File: config.mk
export PLATFORM = sky130hd
export DESIGN_NAME = ilv_demux
export DESIGN_NICKNAME = d
export VERILOG_FILES = /design/src/rtl/ilvd_pkg.sv /design/src/rtl/ilvd_strobe_gen.sv /design/src/rtl/ilvd_port_bank.sv /design/src/rtl/ilvd_write_align.sv /design/src/rtl/ilv_demux.sv
export SDC_FILE = /design/constraint.sdc
export NUM_CORES = 1
export LEC_CHECK = 0
export BUFFER_PORTS_ARGS = -buffer_cell sky130_fd_sc_hd__buf_4
export CORE_MARGIN = 2
export CORE_UTILIZATION = 35
export CTS_CLUSTER_DIAMETER = 50
export CTS_CLUSTER_SIZE = 16
export DETAILED_ROUTE_END_ITERATION = 16
export GPL_ROUTABILITY_DRIVEN = 0
export HOLD_SLACK_MARGIN = 0.03
export PLACE_DENSITY = 0.67
export SYNTH_ARGS = -nofsm -noshare
export SYNTH_HDL_FRONTEND = slang
export SYNTH_SLANG_ARGS = --single-unit
File: constraint.sdc
create_clock -name clk -period 1.46 [get_ports clk]
set_input_delay 0.146 -clock clk [delete_from_list [all_inputs] [get_ports clk]]
set_output_delay 0.146 -clock clk [all_outputs]
set_load 0.005 [all_outputs]
File: src/rtl/ilvd_pkg.sv
package ilvd_pkg;
  typedef enum logic {BST_IDLE = 1'b0, BST_RUN = 1'b1} bst_e;
endpackage

File: src/rtl/ilvd_strobe_gen.sv
// Quarter-rate pulse from a wrapping divider, spread by a shift chain
// into a rotating one-hot bank select. All-zero after reset.
module ilvd_strobe_gen #(
  parameter int NBANK = 4
) (
  input  logic             clk,
  input  logic             rst,
  output logic [NBANK-1:0] ld
);
  localparam int CW = (NBANK > 1) ? $clog2(NBANK) : 1;

  logic [CW-1:0] div_q;
  logic          tick_q;

  always_ff @(posedge clk) begin
    if (rst) begin
      div_q  <= '0;
      tick_q <= 1'b0;
    end else begin
      div_q  <= (div_q == CW'(NBANK-1)) ? '0 : div_q + 1'b1;
      tick_q <= (div_q == '0);
    end
  end

  assign ld[0] = tick_q;

  for (genvar i = 1; i < NBANK; i++) begin : g_tap
    logic q;
    always_ff @(posedge clk) begin
      if (rst) q <= 1'b0;
      else     q <= ld[i-1];
    end
    assign ld[i] = q;
  end
endmodule

File: src/rtl/ilvd_port_bank.sv
// One port: input register fanned out to NBANK holding registers.
module ilvd_port_bank #(
  parameter int DW    = 8,
  parameter int NBANK = 4
) (
  input  logic                clk,
  input  logic                rst,
  input  logic [DW-1:0]       smp,
  input  logic [NBANK-1:0]    ld,
  output logic [NBANK*DW-1:0] hold
);
  logic [DW-1:0] in_q;

  always_ff @(posedge clk) begin
    if (rst) in_q <= '0;
    else     in_q <= smp;
  end

  for (genvar j = 0; j < NBANK; j++) begin : g_bank
    logic [DW-1:0] q;
    always_ff @(posedge clk) begin
      if (rst)        q <= '0;
      else if (ld[j]) q <= in_q;
    end
    assign hold[j*DW +: DW] = q;
  end
endmodule

File: src/rtl/ilvd_write_align.sv
// Write permission (continuous or burst) and the delay line that
// places each bank's write strobe OFFSET edges after its load.
module ilvd_write_align
  import ilvd_pkg::*;
#(
  parameter int NBANK     = 4,
  parameter int OFFSET    = 2,
  parameter int BURST_LEN = 16
) (
  input  logic             clk,
  input  logic             rst,
  input  logic [NBANK-1:0] ld,
  input  logic             cap_en,
  input  logic             burst_mode,
  input  logic             burst_go,
  output logic [NBANK-1:0] wr_stb,
  output logic             burst_done
);
  localparam int DEPTH = OFFSET + 1;
  localparam int LW    = $clog2(BURST_LEN + 1);

  bst_e          state;
  logic [LW-1:0] left_q;
  logic          loading, arm, perm, last_now;

  logic [NBANK-1:0] sel_q [DEPTH];
  logic [DEPTH-1:0] last_q;

  always_comb begin
    loading  = |ld;
    arm      = burst_mode && burst_go && (state == BST_IDLE);
    perm     = loading && (burst_mode ? (state == BST_RUN) : cap_en);
    last_now = burst_mode && (state == BST_RUN) && loading && (left_q == LW'(1));
  end

  always_ff @(posedge clk) begin
    if (rst) begin
      state  <= BST_IDLE;
      left_q <= '0;
    end else if (burst_mode && (state == BST_RUN) && loading) begin
      left_q <= left_q - 1'b1;
      if (left_q == LW'(1)) state <= BST_IDLE;
    end else if (arm) begin
      state  <= BST_RUN;
      left_q <= LW'(BURST_LEN);
    end
  end

  always_ff @(posedge clk) begin
    if (rst) begin
      for (int i = 0; i < DEPTH; i++) sel_q[i] <= '0;
      last_q <= '0;
    end else begin
      sel_q[0]  <= perm ? ld : '0;
      last_q[0] <= last_now;
      for (int i = 1; i < DEPTH; i++) begin
        sel_q[i]  <= sel_q[i-1];
        last_q[i] <= last_q[i-1];
      end
    end
  end

  always_ff @(posedge clk) begin
    if (rst)                     burst_done <= 1'b0;
    else if (arm)                burst_done <= 1'b0;
    else if (last_q[DEPTH-1])    burst_done <= 1'b1;
  end

  assign wr_stb = sel_q[DEPTH-1];
endmodule

File: src/rtl/ilv_demux.sv
// Top: two ports sharing one bank-select generator and one write aligner.
// OFFSET must be below NBANK so the strobed bank is still unchanged.
module ilv_demux #(
  parameter int DW        = 8,
  parameter int NBANK     = 4,
  parameter int OFFSET    = 2,
  parameter int BURST_LEN = 16
) (
  input  logic                clk,
  input  logic                rst,
  input  logic [DW-1:0]       a_smp,
  input  logic [DW-1:0]       b_smp,
  input  logic                cap_en,
  input  logic                burst_mode,
  input  logic                burst_go,
  output logic [NBANK*DW-1:0] a_hold,
  output logic [NBANK*DW-1:0] b_hold,
  output logic [NBANK-1:0]    wr_stb,
  output logic                burst_done
);
  logic [NBANK-1:0] ld;

  ilvd_strobe_gen #(.NBANK(NBANK)) u_sel (
    .clk(clk), .rst(rst), .ld(ld)
  );

  ilvd_port_bank #(.DW(DW), .NBANK(NBANK)) u_pa (
    .clk(clk), .rst(rst), .smp(a_smp), .ld(ld), .hold(a_hold)
  );

  ilvd_port_bank #(.DW(DW), .NBANK(NBANK)) u_pb (
    .clk(clk), .rst(rst), .smp(b_smp), .ld(ld), .hold(b_hold)
  );

  ilvd_write_align #(.NBANK(NBANK), .OFFSET(OFFSET), .BURST_LEN(BURST_LEN)) u_wr (
    .clk(clk), .rst(rst), .ld(ld), .cap_en(cap_en), .burst_mode(burst_mode),
    .burst_go(burst_go), .wr_stb(wr_stb), .burst_done(burst_done)
  );
endmodule

==> metrics <==
R2R depth 3; number of distinct library cells after synthesis 31; WS Path Type reg2reg; IO Port Bufs 89; Syn Area/Cell 10.88 um^2; Critical Path RT 1.73 ns; initial core utilization 35.89%; H-Tree Depth 3; row count 37; worst reg2reg setup slack 0.08 ns; Via-to-Cell Ratio 4.438; Total GRT Usage 14.18%; worst skew pair latency 0.36 ns; FILL cells 960; power density cells 1103 mW/mm^2; Max Slew Vio Count 0; critical path depth in cells 3; Syn Nets 364; Worst Clk Skew 0.009052 ns; hold_ws 0.09866 ns; commonest non-fill, non-tap cells in the layout dfxtp_1 (107), buf_4 (103), nor2_1 (68); CTS tree done; DR vias 2,605; Final Hold Vio Count 0; FFs w/ async S/R, synth 0%; CP Buf/Inv Count 0; Top delay family on crit path simple AND/OR/NAND/NOR gates; IO Count 90; P&R area growth vs syn 31.99%; Slew @ Worst Pin 0.4416 ns; share of cells above drive strength 1 27.94%; Seq cells post-synth 108; Avg WL per Cell 13.29 um; Post-Place Cells 554; full die area 0.01138 mm^2; Mapped Cells 339; Hold Path Depth 3; Mapped Area 0.003689 mm^2; Crit path largest cell delay 0.56 ns; Core Region 0.01028 mm^2; Final ANT Viol Nets 0; final std cells w/o fill 587; DR pass1 iterations 4; outcome completed; fin nets 471; CTS root buf clkbuf_8; Critical Path AT 1.65 ns; # diodes 0; initial antenna violation count 0; DR DRC count 0; worst-path cell chain or4_4, nand3_2, mux2_4; Clk pin slew, worst setup/hold paths 0.11 ns; Setup-failing EPs final 0; Yosys warning count 0; Hold Crit Class in2reg; Die Span Y 106.7 um; peak supply drop 0.0004537 V; CP Capture Type register; Setup TNS 0 ns; Max Root-Sink Buffers 2; TritonCTS Sinks 108; Die X 106.7 um; Post-synth EDFFs 0; crit-path max FO 4; Setup crit start kind register; Relative slew margins 70.56%; largest net degree at the start of global routing 45; top_reg_cell synth dfxtp_1; Period minus WS final 1.381 ns; grt ovf 0; Max Freq 724.2 MHz; DPL Wire Length 5.316 mm; register area share after synthesis 58.62%; first-pass GRT wire length 12.58 mm; final wirelength 7.803 mm; critical path's slowest cell or4_4; cts bufs inserted 9; initial DRC count 83; vias in the first global route 2,478; Leakage 2.048 nW; leading cell type in the layout, fill and taps excluded dfxtp_1; max-cap violations 0; fin crit share 94.58%
synthesized netlist by cell type, types with 4 or more instances:
| library cell | n | area (um^2) |
|---|---|---|
| buf_2 | 5 | 25.02 |
| dfxtp_1 | 108 | 2162 |
| ha_1 | 4 | 50.05 |
| inv_1 | 6 | 22.52 |
| nor3_1 | 4 | 20.02 |
| mux2i_1 | 64 | 640.6 |
| nor2_1 | 68 | 255.2 |
| a21oi_1 | 4 | 20.02 |
| and2_1 | 5 | 31.28 |
| nor2b_1 | 30 | 187.7 |
| buf_4 | 4 | 30.03 |
| clkbuf_1 | 9 | 33.78 |
registers in the layout (all words and copies together), names as in the netlist:
signal / flops
u_sel.div_q: 2
u_wr.burst_done: 1
u_wr.left_q: 5
u_sel.g_tap.q: 3
u_wr.sel_q: 12
u_wr.last_q: 3
u_wr.state: 1
u_pb.g_bank.q: 32
u_pa.in_q: 8
u_pb.in_q: 8
u_sel.tick_q: 1
u_pa.g_bank.q: 32
area by class of cell:
cell class	count	area, um^2	area share, %
tap	136	170.2	3.495
inverter	6	22.52	0.4626
clock buffer	10	137.6	2.827
timing repair buffer	119	933.4	19.17
clock inverter	6	56.30	1.157
sequential	108	2163	44.44
multi-input combinational	202	1385	28.45
power by group:
group | internal, mW | total, mW | switching, mW
Clock | 0.701 | 1.74 | 1.04
Combinational | 0.283 | 0.519 | 0.236
Sequential | 3.04 | 3.11 | 0.0720
Total | 4.03 | 5.37 | 1.34
final timing paths:
| kind | startpoint | to |
|---|---|---|
| setup reg to reg | u_sel.g_tap[3].q$_SDFF_PP0_ | u_wr.left_q[3]$_SDFFE_PP0P_ |
| hold / removal | rst | u_wr.left_q[4]$_SDFFE_PP0P_ |
| setup / recovery | u_sel.g_tap[3].q$_SDFF_PP0_ | u_wr.left_q[3]$_SDFFE_PP0P_ |
| hold reg to reg | u_wr.sel_q[0][2]$_SDFF_PP0_ | u_wr.sel_q[0][6]$_SDFF_PP0_ |
cells by family (layout without fill, tap and decap cells):
kind of cell	count (synthesis)	in the layout	synth area share, %
simple gates	123	123	16.21
flops	108	108	58.62
mux	65	65	17.67
buf+inv	29	141	4.138
compound gates	10	10	2.001
fa+ha+maj	4	4	1.357
stage by stage:
step | cell area [um^2] | utilization (%) | total power [mW] | setup WS, ns
CTS | 4857 | 47.26 | 5.444 | 0.07807
finish | 4868 | 47.37 | 5.370 | 0.07915
global route | 4868 | 47.37 | 5.640 | -0.009578
detailed placement | 4503 | 43.82 | 3.670 | 0.08713
global placement | 4503 | 43.82 | 3.655 | 0.1131
floorplan | 3697 | - | 3.454 | 0.005013
repair_timing:
action / CTS / global route
setup buffers: 0 / 1
gates resized for setup: 0 / 2
setup endpoints to repair: 0 / 1
hold buffers: 16 / 0
endpoints found under the hold margin: 16 / 0
layer usage:
metal	vias to the layer above	share of wire [%]	track usage, %
li1	1324	-	-
met5	-	0	0
met2	54	49	22.57
met3	10	3.6	3.343
met1	1217	46	18.51
met4	0	1.6	5.844
tightest hold or removal path, stage by stage:
cell and delay, ns:
buf_4 0.13, a41o_1 0.12, a21oi_2 0.03
Power figures use the tool's default switching activity.
